$ cat src/rtl/cf_pkg.sv
package cf_pkg;
    typedef enum logic [0:0] {
        ST_IDLE  = 1'b0,
        ST_ARMED = 1'b1
    } fetch_state_t;
endpackage

$ cat src/rtl/cf_bus_mux.sv
module cf_bus_mux #(
    parameter int DW       = 8,
    parameter int TERM_BIT = 6
) (
    input  logic          fetch,
    input  logic [DW-1:0] mem_data,
    output logic [DW-1:0] cpu_data,
    output logic          char_hit
);
    always_comb begin
        char_hit = fetch && !mem_data[TERM_BIT];
        cpu_data = char_hit ? '0 : mem_data;
    end
endmodule

$ cat src/rtl/cf_row_counter.sv
module cf_row_counter #(
    parameter int ROW_W = 3
) (
    input  logic             clk,
    input  logic             rst_n,
    input  logic             hsync,
    input  logic             vsync,
    output logic [ROW_W-1:0] row
);
    logic             hs_q;
    logic [ROW_W-1:0] row_q;
    logic             hs_rise;

    assign hs_rise = hsync && !hs_q;
    assign row     = row_q;

    always_ff @(posedge clk or negedge rst_n) begin
        if (!rst_n) begin
            hs_q  <= 1'b0;
            row_q <= '0;
        end else begin
            hs_q <= hsync;
            if (vsync)        row_q <= '0;
            else if (hs_rise) row_q <= row_q + 1'b1;
        end
    end

    // one step per hsync rise, wrapping at the counter width
    p_row_step_r6: assert property (@(posedge clk) disable iff (!rst_n)
        (hs_rise && !vsync) |=> (row_q == $past(row_q) + 1'b1));
    // no movement without a rise
    p_row_hold_r6: assert property (@(posedge clk) disable iff (!rst_n)
        (!hs_rise && !vsync) |=> $stable(row_q));
    // vertical sync clears
    p_vsync_clear_r7: assert property (@(posedge clk) disable iff (!rst_n)
        vsync |=> (row_q == '0));
endmodule

$ cat src/rtl/cf_fetch_ctrl.sv
module cf_fetch_ctrl
    import cf_pkg::*;
#(
    parameter int CODE_W = 6
) (
    input  logic              clk,
    input  logic              rst_n,
    input  logic              char_hit,
    input  logic              refresh,
    input  logic [CODE_W-1:0] code_in,
    input  logic              inv_in,
    output logic [CODE_W-1:0] code,
    output logic              inv,
    output logic              drive
);
    fetch_state_t      state_q, state_d;
    logic [CODE_W-1:0] code_q;
    logic              inv_q;

    // next-state logic
    always_comb begin
        state_d = state_q;
        unique case (state_q)
            ST_IDLE:  if (char_hit) state_d = ST_ARMED;         // CHAR_LATCH
            ST_ARMED: begin
                if (char_hit)     state_d = ST_ARMED;           // RELATCH
                else if (refresh) state_d = ST_IDLE;            // REFRESH_DONE
            end
            default:  state_d = ST_IDLE;
        endcase
    end

    // state register and character latch
    always_ff @(posedge clk or negedge rst_n) begin
        if (!rst_n) begin
            state_q <= ST_IDLE;
            code_q  <= '0;
            inv_q   <= 1'b0;
        end else begin
            state_q <= state_d;
            if (char_hit) begin
                code_q <= code_in;
                inv_q  <= inv_in;
            end
        end
    end

    // outputs
    always_comb begin
        drive = 1'b0;
        unique case (state_q)
            ST_IDLE:  drive = 1'b0;
            ST_ARMED: drive = refresh;
            default:  drive = 1'b0;
        endcase
        code = code_q;
        inv  = inv_q;
    end

    // a character fetch arms the override
    p_arm_after_fetch_r4: assert property (@(posedge clk) disable iff (!rst_n)
        char_hit |=> (state_q == ST_ARMED));
    // the flag holds between character fetches
    p_inv_hold_r8: assert property (@(posedge clk) disable iff (!rst_n)
        !char_hit |=> $stable(inv_q));
endmodule

$ cat src/rtl/char_fetch_unit.sv
module char_fetch_unit #(
    parameter int DW       = 8,
    parameter int CODE_W   = 6,
    parameter int ROW_W    = 3,
    parameter int TERM_BIT = 6
) (
    input  logic                      clk,
    input  logic                      rst_n,
    input  logic                      cpu_a15,
    input  logic                      m1,
    input  logic                      mreq,
    input  logic                      rfsh,
    input  logic [DW-1:0]             mem_data,
    input  logic                      hsync,
    input  logic                      vsync,
    output logic [DW-1:0]             cpu_data,
    output logic [CODE_W+ROW_W-1:0]   rom_addr_lo,
    output logic                      rom_addr_oe,
    output logic                      inv_video
);
    localparam int AW = CODE_W + ROW_W;

    logic              fetch;
    logic              char_hit;
    logic              refresh;
    logic [CODE_W-1:0] code;
    logic [ROW_W-1:0]  row;
    logic              drive;

    assign fetch   = m1 && mreq && cpu_a15;
    assign refresh = rfsh && mreq;

    cf_bus_mux #(.DW(DW), .TERM_BIT(TERM_BIT)) mux_i (
        .fetch    (fetch),
        .mem_data (mem_data),
        .cpu_data (cpu_data),
        .char_hit (char_hit)
    );

    cf_fetch_ctrl #(.CODE_W(CODE_W)) ctrl_i (
        .clk      (clk),
        .rst_n    (rst_n),
        .char_hit (char_hit),
        .refresh  (refresh),
        .code_in  (mem_data[CODE_W-1:0]),
        .inv_in   (mem_data[DW-1]),
        .code     (code),
        .inv      (inv_video),
        .drive    (drive)
    );

    cf_row_counter #(.ROW_W(ROW_W)) row_i (
        .clk   (clk),
        .rst_n (rst_n),
        .hsync (hsync),
        .vsync (vsync),
        .row   (row)
    );

    assign rom_addr_oe = drive;
    assign rom_addr_lo = drive ? {code, row} : {AW{1'b0}};

    // characters become NOPs on the CPU side
    p_nop_sub_r1: assert property (@(posedge clk) disable iff (!rst_n)
        (fetch && !mem_data[TERM_BIT]) |-> (cpu_data == '0));
    // the terminator reaches the CPU intact
    p_term_pass_r2: assert property (@(posedge clk) disable iff (!rst_n)
        (fetch && mem_data[TERM_BIT]) |-> (cpu_data == mem_data));
    // non-display cycles are transparent
    p_transparent_r3: assert property (@(posedge clk) disable iff (!rst_n)
        !fetch |-> (cpu_data == mem_data));
    // override only inside a refresh cycle
    p_oe_in_refresh_r5: assert property (@(posedge clk) disable iff (!rst_n)
        rom_addr_oe |-> (rfsh && mreq));
    // one refresh per fetch
    p_oe_once_r5: assert property (@(posedge clk) disable iff (!rst_n)
        (rom_addr_oe && !char_hit) |=> !rom_addr_oe);
    // quiet address when not driving
    p_addr_quiet_r5: assert property (@(posedge clk) disable iff (!rst_n)
        !rom_addr_oe |-> (rom_addr_lo == '0));
endmodule

$ cat config.mk
export PLATFORM = sky130hd
export DESIGN_NAME = char_fetch_unit
export DESIGN_NICKNAME = d
export VERILOG_FILES = /design/src/rtl/cf_pkg.sv /design/src/rtl/cf_bus_mux.sv /design/src/rtl/cf_row_counter.sv /design/src/rtl/cf_fetch_ctrl.sv /design/src/rtl/char_fetch_unit.sv
export SDC_FILE = /design/constraint.sdc
export NUM_CORES = 1
export LEC_CHECK = 0
export BUFFER_PORTS_ARGS = -buffer_cell sky130_fd_sc_hd__buf_2
export CAP_MARGIN = 0
export CORE_MARGIN = 3
export CORE_UTILIZATION = 40
export CTS_BUF_LIST = sky130_fd_sc_hd__clkbuf_4
export DETAILED_ROUTE_END_ITERATION = 12
export PLACE_DENSITY = 0.75
export SETUP_SLACK_MARGIN = 0.4
export SLEW_MARGIN = 20
export SYNTH_ARGS = -nofsm -noshare
export SYNTH_HDL_FRONTEND = slang
export SYNTH_HIERARCHICAL = 1
export SYNTH_SLANG_ARGS = --single-unit
$ cat constraint.sdc
create_clock -name clk -period 1.5 [get_ports clk]
set_input_delay 0.15 -clock clk [delete_from_list [all_inputs] [get_ports clk]]
set_output_delay 0.15 -clock clk [all_outputs]
set_load 0.005 [all_outputs]
* Word level (Yosys, flattened, before mapping) *
Cells that the tools add are included.

word-level totals
  register bits = 12
  input port bits = 16
  word-level logic and storage cells = 24

cells by class
  multiplexer cells = 9
  bitwise logic cells = 1
  add/subtract/negate cells = 1
  reductions and logical operators = 8

operator list
  kind                                                           count
  9-bit two-way mux                                              1
  8-bit two-way mux                                              1
  3-bit two-way mux                                              2
  1-bit logical AND                                              5
  1-bit one-hot mux with 2 select lines                          2
  3-bit by 1-bit adder with 3-bit output, second input constant  1
  1-bit two-way mux                                              3
  1-bit logical NOT                                              2
  2-bit nonzero test                                             1
  1-bit NOT                                                      1

* Depth between registers and ports, before layout *
Gate-level depths: netlist (run 1).

  word-level depth = 5
  depth in mapped cells = 5
  depth with buffers taken out = 4

* Hierarchy *
Netlist (run 1), hierarchy kept.

modules (own cells, without submodules)
  module           area an instance (sq um)  sequential area each (sq um)  cells an instance  times used
  cf_fetch_ctrl    335.3                     200.2                         19                 1
  cf_row_counter   172.7                     100.1                         13                 1
  char_fetch_unit  68.8                      0.0                           11                 1
  cf_bus_mux       67.6                      0.0                           10                 1

* Worst setup path before layout (run 1) *
Ideal clock, no wire load.

  path kind = input -> register
  from = in cpu_a15
  to = reg ctrl_i.code_q[0], in the netlist ctrl_i/code[0]
  slack = 477 ps
  cell stages on the path = 5
  library setup time = 125 ps
  required time = 1375 ps
  path buffers = 1
  arrival = 898 ps
  cells stage by stage = and3_1 nand2b_4 inv_1 buf_6 mux2_4

between the ends
  word-level cells in the longest chain between the ends = 2

RTL lines
  element               RTL line               RTL
  from (decl)           char_fetch_unit.sv:9   input logic cpu_a15,
  1-bit logical AND     char_fetch_unit.sv:30  assign fetch = m1 && mreq && cpu_a15;
  1-bit logical AND     cf_bus_mux.sv:11       char_hit = fetch && !mem_data[TERM_BIT];
  named net char_hit    char_fetch_unit.sv:24  logic char_hit;
  to (signal assigned)  cf_fetch_ctrl.sv:42    code_q <= code_in;
  to (decl)             cf_fetch_ctrl.sv:17    logic [CODE_W-1:0] code_q;

The timed path passes the listed nets, and every way through them passes these cells.
A chain may end at the register's enable or synchronous reset.

* Worst setup path after layout (run 1) *
  from = reg ctrl_i.state_q
  to = out rom_addr_lo[5]

between the ends
  word-level cells in the longest chain between the ends = 3

RTL lines
  element                                    RTL line               RTL
  from (decl)                                cf_fetch_ctrl.sv:16    fetch_state_t state_q, state_d;
  from (signal assigned)                     cf_fetch_ctrl.sv:40    state_q <= state_d;
  1-bit NOT                                  cf_fetch_ctrl.sv:51    unique case (state_q)
  1-bit one-hot mux with 2 select lines (*)  cf_fetch_ctrl.sv:51
  9-bit two-way mux (*)                      char_fetch_unit.sv:61  assign rom_addr_lo = drive ? {code, row} : {AW{1'b0}};
  to (decl)                                  char_fetch_unit.sv:17  output logic [CODE_W+ROW_W-1:0] rom_addr_lo,

Mark *: on every way between the ends. The rest lies on a longest branch, timed or not.

==> results of run 1 <==
==> synth_stat cells <==
| master | count |
|---|---|
| a21o_2 | 1 |
| and2_1 | 17 |
| and2_4 | 1 |
| and3_1 | 1 |
| buf_6 | 1 |
| clkbuf_1 | 1 |
| dfrtp_1 | 12 |
| ha_1 | 1 |
| inv_1 | 2 |
| mux2_4 | 7 |
| mux2i_1 | 1 |
| nand2b_4 | 1 |
| nand3b_1 | 1 |
| nor2_1 | 3 |
| nor2b_4 | 1 |
| xnor2_1 | 1 |
| xor2_1 | 1 |
==> cell families (layout without fill, tap and decap cells) <==
family | count (synthesis) | in the layout
XOR/XNOR | 2 | 2
adder cells (fa/ha/maj) | 1 | 1
flip-flops | 12 | 12
buffers and inverters | 4 | 42
multiplexers | 8 | 8
AO/OA/AOI/OAI | 1 | 1
AND/OR/NAND/NOR | 25 | 25
==> state kept, by name (all words and copies together) (netlist names) <==
name and cells:
ctrl_i/inv 1, ctrl_i/state_q 1, ctrl_i/code 6, row_i/hs_q 1
row_i/row 3
==> power breakdown <==
group,switching (mW),internal (mW)
sequential,0.0261,0.372
combinational,0.0519,0.110
clock,0.115,0.0965
==> routing by layer <==
metal / GRT usage / wire length, um
met5: 0 / 0
met4: 0.0682 / 10
met3: 0.0586 / 121
met2: 0.201 / 580
met1: 0.165 / 555
==> final cells by class <==
| type | count | share of cell area |
|---|---|---|
| multi-input combinational | 37 | 0.374 |
| tap | 15 | 0.0216 |
| clock inverter | 1 | 0.00433 |
| inverter | 2 | 0.00866 |
| sequential | 12 | 0.346 |
| timing repair buffer | 36 | 0.219 |
| clock buffer | 3 | 0.0260 |
==> what timing repair did <==
item,in CTS,in global routing
pin swaps,1,0
endpoints found under the hold margin,12,1
hold buffers,1,1
endpoints found under the setup margin,10,10
gates resized for setup,2,0
==> worst max-delay path by stage <==
stage                                 to  slack, ns  cells past startpoint
after floorplan           ctrl_i/code[0]       0.48                      5
after global placement    ctrl_i/code[4]       0.24                      5
after detailed placement  ctrl_i/code[4]       0.20                      5
after CTS                 rom_addr_lo[5]       0.24                      3
after global routing      rom_addr_lo[5]       0.20                      3
final                     rom_addr_lo[5]       0.26                      3
==> stage by stage <==
| stage | total power [mW] | std cells |
|---|---|---|
| finish | 0.772 | 106 |
| global route | 0.816 | 106 |
| CTS | 0.781 | 105 |
| detailed placement | 0.565 | 100 |
| global placement | 0.561 | 100 |
| floorplan | 0.500 | 53 |
==> metrics, run 1 <==
Routed WL per cell=12.0 um; Worst Max-Slew Pin Slew=0.402 ns; Post-Syn Instances=53; proportion of layout cells with a drive suffix above 1=0.538; Critical Path End Type=primary output; footprint of the multi-input gates=324 um2; count of yosys warnings during synthesis=6; Final TNS setup=0 ns; most area-consuming cells after synthesis=dfrtp_1 (47%), and2_1 (17%), mux2_4 (16%); ANT cells=0; beginning of the critical path=ctrl_i/state_q; crit path buf inv count=1; Crit path required time=1.35 ns; Critical Path, Cell by Cell=and2_4, and2_1, buf_2; layout net count=109; period utilisation layout=0.829; mean cell area of the mapped netlist=12.2 um2; areal power density over the cells=a little under 900 nW/um2; global routing usage summed across all routing layers=0.135; part of the Yosys area used for sequential elements=0.466; hold violation total from the final report=0; Pins Over Slew Limit=0; insertion delay to the later sink of the worst-skew pair=0.28 ns; start point of the worst hold path=vsync; Max H-tree Level=1; number of setup buffers added after CTS=0; end-of-flow core utilization=0.620; startpoint-to-endpoint class of the critical path=reg2out; synth unique cells=17; Core Region=1400 um2; clock tree from TritonCTS=done; critical path launch point type=flop; total CTS buffers=3; Worst slew margin=0.732; # fillers=131; run status=completed; most used cells in the layout excluding fill and tap cells=buf_2 (34), and2_1 (16), dfrtp_1 (12); Simple-Gate Fraction of Synth Area=0.260; width of the chip=46.1 um; number of top-level design ports=35; Fmax achieved=just over 800 MHz; Hold EP=row_i/row[0]; initial antenna violation count=0; number of global-route vias before repair=453; largest area contributor in the synthesized netlist=dfrtp_1; Post-Synth XOR/XNOR Area=0.0272; clock-pin slew of the registers on the worst-case setup and hold paths=0.08 ns; maximum single-stage delay on the critical path=0.38 ns; number of setup violations in the final report=0; adder-cell share of the synthesized area=0.0194; Die Y=46.1 um; root cell of the clock tree=clkbuf_4; number of port buffers=34; aggregate routed wire length=approximately 1300 um; share of Yosys cell area claimed by the top area cell type=0.466; most frequent standard cell in the layout excluding fill and tap cells=buf_2; compound-gate portion of the synthesized area=0.0136; number of antenna-violating nets in the routed design=0; fin crit period=1.24 ns; worst setup slack after placement=roughly 0.2 ns; number of placement rows=13; layout overhead on the synthesized area=34.6%; Reg2Reg Launch Point=row_i/row[0]; iteration count of the initial detailed-routing pass=4; CP max-delay cell=dfrtp_1; initial core utilization=0.461; combinational family with the most area after synthesis=simple AND/OR/NAND/NOR gates; reported max-cap violation count=0; worst hold slack=roughly 0.047 ns; number of synthesized register bits=12; min setup slack post-route=between 0.2 and 0.3 ns; Placement Cell Area=818 um2; register-to-register setup slack=approximately 0.49 ns; total overflow reported by the global router=0; maximum number of pins on one net before global-route repair=13; cell area after synthesis=644 um2; clock tree sinks=12; # DRC=0; buffer levels on the longest clock path=2; Crit path max-delay family=flip-flops; capture point of the worst reg-to-reg path=row_i/row[2]; cell count of the worst hold path=2; Final Skew=0.000307 ns; DRT iter0 DRCs=6; multiplexer area fraction after synthesis=0.179; worst reg2reg path depth=4; Critical Path Fanout Max=10; Vias=504; number of nets produced by synthesis=70; path type of the worst min-delay path=in2reg; IR Drop Worst-Case VDD=0.380 mV; static leakage=0.490 nW; arrival time of the worst setup path=between 1 and 1.5 ns; total area of sequential cells=300 um2; gp weighted congestion=0.691; Via density=4.75; design area=867 um2; wire length of the first global-routing pass=1950 um; unrepaired setup endpoints after global routing=yes; Die Footprint=roughly 2100 um2
(Power assumes the default switching activity.)
==> inputs of run 2 (changes only) <==
- clock period: 1.5 -> 1.21 ns (I/O delays scaled with it)
==> metrics, run 2 (synthesis gave the netlist of run 1 again) <==
startpoint-to-endpoint class of the critical path=reg2out; Crit path required time=1.09 ns; Final Skew=0.000170 ns; IR Drop Worst-Case VDD=about 0.7 mV; Via density=between 4 and 5; critical path launch point type=flop; root cell of the clock tree=clkbuf_4; most used cells in the layout excluding fill and tap cells=buf_6 (20), and2_4 (16), buf_2 (16); Die Footprint=2130 um2; footprint of the multi-input gates=390 um2; DRT iter0 DRCs=6; Core Region=1400 um2; number of antenna-violating nets in the routed design=0; Routed WL per cell=approximately 15 um; maximum number of pins on one net before global-route repair=13; # DRC=0; number of setup violations in the final report=3; Die Y=46.1 um; fraction of power consumed by combinational cells=0.272; static leakage=between 0.5 and 0.6 nW; Vias=approximately 530; unrepaired setup endpoints after global routing=yes; Crit path max-delay family=flip-flops; Pins Over Slew Limit=0; detailed placer's ending HPWL=1080 um; Placement Cell Area=838 um2; ANT cells=0; CP max-delay cell=dfrtp_1; crit path buf inv count=1; net switching fraction of the power=0.237; run status=finished with violations; buffer levels on the longest clock path=2; # fillers=104; worst hold slack=~0.047 ns; clock-pin slew of the registers on the worst-case setup and hold paths=approximately 0.07 ns; Sequential Power Share=0.499; layout net count=112; max FFs per register=6; number of global-route vias before repair=513; wire length of the first global-routing pass=~2300 um; number of top-level design ports=35; gp weighted congestion=roughly 0.69; min setup slack post-route=-0.0246 ns; violations in the final reports=setup timing; total area of sequential cells=300 um2; total overflow reported by the global router=0; number of port buffers=34; initial core utilization=0.461; design area=around 1100 um2; Net Sw Power=0.241 mW; Worst Max-Slew Pin Slew=0.266 ns; Fmax achieved=between 800 and 900 MHz; proportion of layout cells with a drive suffix above 1=0.734; Int Power=0.775 mW; Critical Path Fanout Max=5; Max H-tree Level=1; clock tree sinks=12; total CTS buffers=3; maximum single-stage delay on the critical path=~0.41 ns; iteration count of the initial detailed-routing pass=3; global routing usage summed across all routing layers=0.159; arrival time of the worst setup path=1.11 ns; initial antenna violation count=0; aggregate routed wire length=between 1500 and 2000 um; Critical Path End Type=primary output; hold violation total from the final report=0; insertion delay to the later sink of the worst-skew pair=0.26 ns; Worst slew margin=0.823; clock tree from TritonCTS=done; period utilisation layout=1.02; number of placement rows=13; areal power density over the cells=948 nW/um2; layout overhead on the synthesized area=66.2%; most frequent standard cell in the layout excluding fill and tap cells=buf_6; path type of the worst min-delay path=in2reg; fin crit period=between 1 and 1.5 ns; reported max-cap violation count=0; width of the chip=between 40 and 50 um; Critical Path, Cell by Cell=and2_4, and2_1, buf_2; clock power share=0.229
-- run 2: path summary, 6_finish.rpt --
kind | start | to | slack, ns | cells after the start
max in group asynchronous | rst_n | ctrl_i/code[0] | 0.73 | 2
min | vsync | row_i/row[0] | 0.05 | 2
min in group asynchronous | rst_n | row_i/row[0] | 0.26 | 2
min reg2reg | ctrl_i/code[4] | ctrl_i/code[4] | 0.52 | 1
max reg2reg | row_i/row[0] | row_i/row[2] | 0.05 | 5
max | ctrl_i/state_q | rom_addr_lo[7] | -0.02 | 3
-- run 2: per-stage QoR --
step                total power, mW  setup slack (ns)  std cells  setup TNS [ns]   util
global route                   1.07           -0.0588        109          -0.331  0.766
floorplan                     0.625             0.248         53               0      -
CTS                           0.994          -0.00795        109         -0.0483  0.696
detailed placement            0.712            0.0882        100               0  0.599
global placement              0.703             0.123        100               0  0.599
finish                         1.02           -0.0246        109         -0.0338  0.766
-- run 2: repair_timing --
action / in CTS / in global routing
hold buffers: 2 / 0
setup endpoints to repair: 28 / 21
pin swaps: 10 / 5
resized for setup: 14 / 22
gates cloned: 1 / 0
buffers inserted: 2 / 0
endpoints found under the hold margin: 13 / 0
-- run 2: cell type report --
type / instances / share of cell area
Timing Repair Buffer: 38 / 0.304
Clock buffer: 3 / 0.0210
Multi-Input combinational cell: 38 / 0.364
Clock inverter: 1 / 0.00350
Inverter: 2 / 0.00935
Sequential cell: 12 / 0.280
Tap cell: 15 / 0.0175
-- run 2: per-layer routing --
layer	wire length [um]	vias up	global-route usage
met2	875	17	0.269
li1	-	251	-
met4	23	0	0.0682
met1	650	261	0.192
met5	0	-	0
met3	82	2	0.0352
-- run 2: power groups by stage --
stage                     clock network, mW  registers (mW)  logic, mW
after floorplan                           0           0.495      0.130
after global placement                    0           0.505      0.197
after detailed placement                  0           0.508      0.203
after CTS                             0.243           0.502      0.249
after global routing                  0.264           0.514      0.295
final                                 0.233           0.507      0.276
==> inputs of run 3 (changes only) <==
==> constraint.sdc (replaced) <==
create_clock -name clk -period 1.21 [get_ports clk]
set_input_delay 0.242 -clock clk [delete_from_list [all_inputs] [get_ports clk]]
set_output_delay 0.242 -clock clk [all_outputs]
set_load 0.005 [all_outputs]
==> metrics, run 3 (synthesis gave the netlist of run 1 again) <==
Worst Max-Slew Pin Slew=around 0.26 ns; initial antenna violation count=0; maximum number of pins on one net before global-route repair=13; most used cells in the layout excluding fill and tap cells=buf_2 (19), and2_4 (17), buf_6 (16); number of antenna-violating nets in the routed design=0; footprint of the multi-input gates=379 um2; number of placement rows=13; Vias=roughly 500; placed cells=100; most used cell, CP=and2_4; Critical Path, Cell by Cell=and2_4, and2_4, buf_2; Core Region=~1400 um2; Hold EP=row_i/hs_q; unrepaired setup endpoints after global routing=yes; Total Power Consumption=about 1 mW; iteration count of the initial detailed-routing pass=2; crit path buf inv count=1; root cell of the clock tree=clkbuf_4; Routed WL per cell=13.6 um; global routing usage summed across all routing layers=0.147; fin cells=~110; DRT iter0 DRCs=4; startpoint-to-endpoint class of the critical path=reg2out; start point of the worst hold path=hsync; static leakage=0.533 nW; layout overhead on the synthesized area=59.8%; critical path launch point type=flop; Crit path max-delay family=flip-flops; number of global-route vias before repair=481; cell count of the worst hold path=1; total overflow reported by the global router=0; clock tree sinks=12; total area of sequential cells=300 um2; initial core utilization=0.461; areal power density over the cells=just under 1000 nW/um2; Die Footprint=2130 um2; register-to-register setup slack=0.22 ns; max FFs per register=6; clock tree from TritonCTS=done; violations in the final reports=setup timing; buffer levels on the longest clock path=2; total CTS buffers=3; maximum single-stage delay on the critical path=0.38 ns; run status=finished with violations; arrival time of the worst setup path=1.07 ns; insertion delay to the later sink of the worst-skew pair=0.26 ns; most frequent standard cell in the layout excluding fill and tap cells=buf_2; aggregate routed wire length=1440 um; Worst slew margin=0.824; Die Y=46.1 um; Critical Path Fanout Max=10; number of top-level design ports=35; path type of the worst min-delay path=in2reg; hold violation total from the final report=0; min setup slack post-route=-0.103 ns; capture point of the worst reg-to-reg path=row_i/row[2]; wire length of the first global-routing pass=2210 um; Max H-tree Level=1; fin crit period=1.31 ns; worst reg2reg path depth=4; clock-pin slew of the registers on the worst-case setup and hold paths=around 0.07 ns; Final Skew=0.000311 ns; reported max-cap violation count=0; CP max-delay cell=dfrtp_1; Crit. path cell count=3; number of port buffers=34; number of setup violations in the final report=9; Reg2Reg Launch Point=row_i/row[0]; Final TNS setup=-0.849 ns; proportion of layout cells with a drive suffix above 1=0.747; Fmax achieved=762 MHz; width of the chip=46.1 um; Critical Path End Type=primary output; Crit path required time=0.97 ns; layout net count=~110; gp weighted congestion=0.641; IR Drop Worst-Case VDD=0.628 mV; Pins Over Slew Limit=0; period utilisation layout=1.08; Via density=4.67; ANT cells=0; # DRC=0; # fillers=between 100 and 150
-- run 3: how the worst max path moves through the flow --
| stage | from | to | slack (ns) |
|---|---|---|---|
| 2_1_floorplan | cpu_a15 | ctrl_i/code[0] | 0.13 |
| 3_3_place_gp | mreq | ctrl_i/code[0] | -0.006 |
| 3_5_place_dp | mreq | ctrl_i/inv | -0.04 |
| 4_1_cts | ctrl_i/state_q | rom_addr_lo[8] | -0.12 |
| 5_1_grt | ctrl_i/state_q | rom_addr_lo[8] | -0.13 |
| 6_report | ctrl_i/state_q | rom_addr_lo[8] | -0.10 |
-- run 3: stage by stage --
step	hold slack (ns)	setup slack, ns	utilization	area [um2]
finish	0.110	-0.103	0.736	1030
global route	0.0998	-0.135	0.736	1030
CTS	0.0979	-0.118	0.701	981
detailed placement	0.130	-0.0415	0.617	863
global placement	0.128	-0.00645	0.617	863
floorplan	-0.0536	0.127	-	689
-- run 3: worst register-to-register path, delay by kind of cell (launching register included) --
family / cells / cell delay, ns
simple gates: 2 / 0.14
fa+ha+maj: 1 / 0.17
xor+xnor: 1 / 0.14
flops: 1 / 0.44
-- run 3: repair_timing --
item / CTS / global route
pin swaps: 8 / 5
hold buffers: 1 / 0
resized for setup: 16 / 9
buffers inserted: 0 / 1
endpoints found under the hold margin: 12 / 0
setup endpoints to repair: 28 / 28
-- run 3: report_power, final --
| group | switching [mW] | leakage (nW) | total, mW | internal, mW |
|---|---|---|---|---|
| Sequential | 0.0425 | 0.150 | 0.505 | 0.462 |
| Combinational | 0.0756 | 0.368 | 0.253 | 0.177 |
| Clock | 0.125 | 0.0154 | 0.244 | 0.119 |
-- run 3: final cells by class --
cell class | count | area share
Tap cell | 15 | 0.0182
Clock buffer | 3 | 0.0219
Clock inverter | 1 | 0.00365
Inverter | 2 | 0.0194
Multi-Input combinational cell | 37 | 0.368
Timing Repair Buffer | 36 | 0.277
Sequential cell | 12 | 0.292
-- run 3: metal layers --
layer	part of all wire	vias up	track usage
met5	0	-	0
met4	0.0069	0	0.0682
met3	0.068	2	0.0469
met2	0.50	16	0.217
met1	0.43	232	0.192
li1	-	245	-
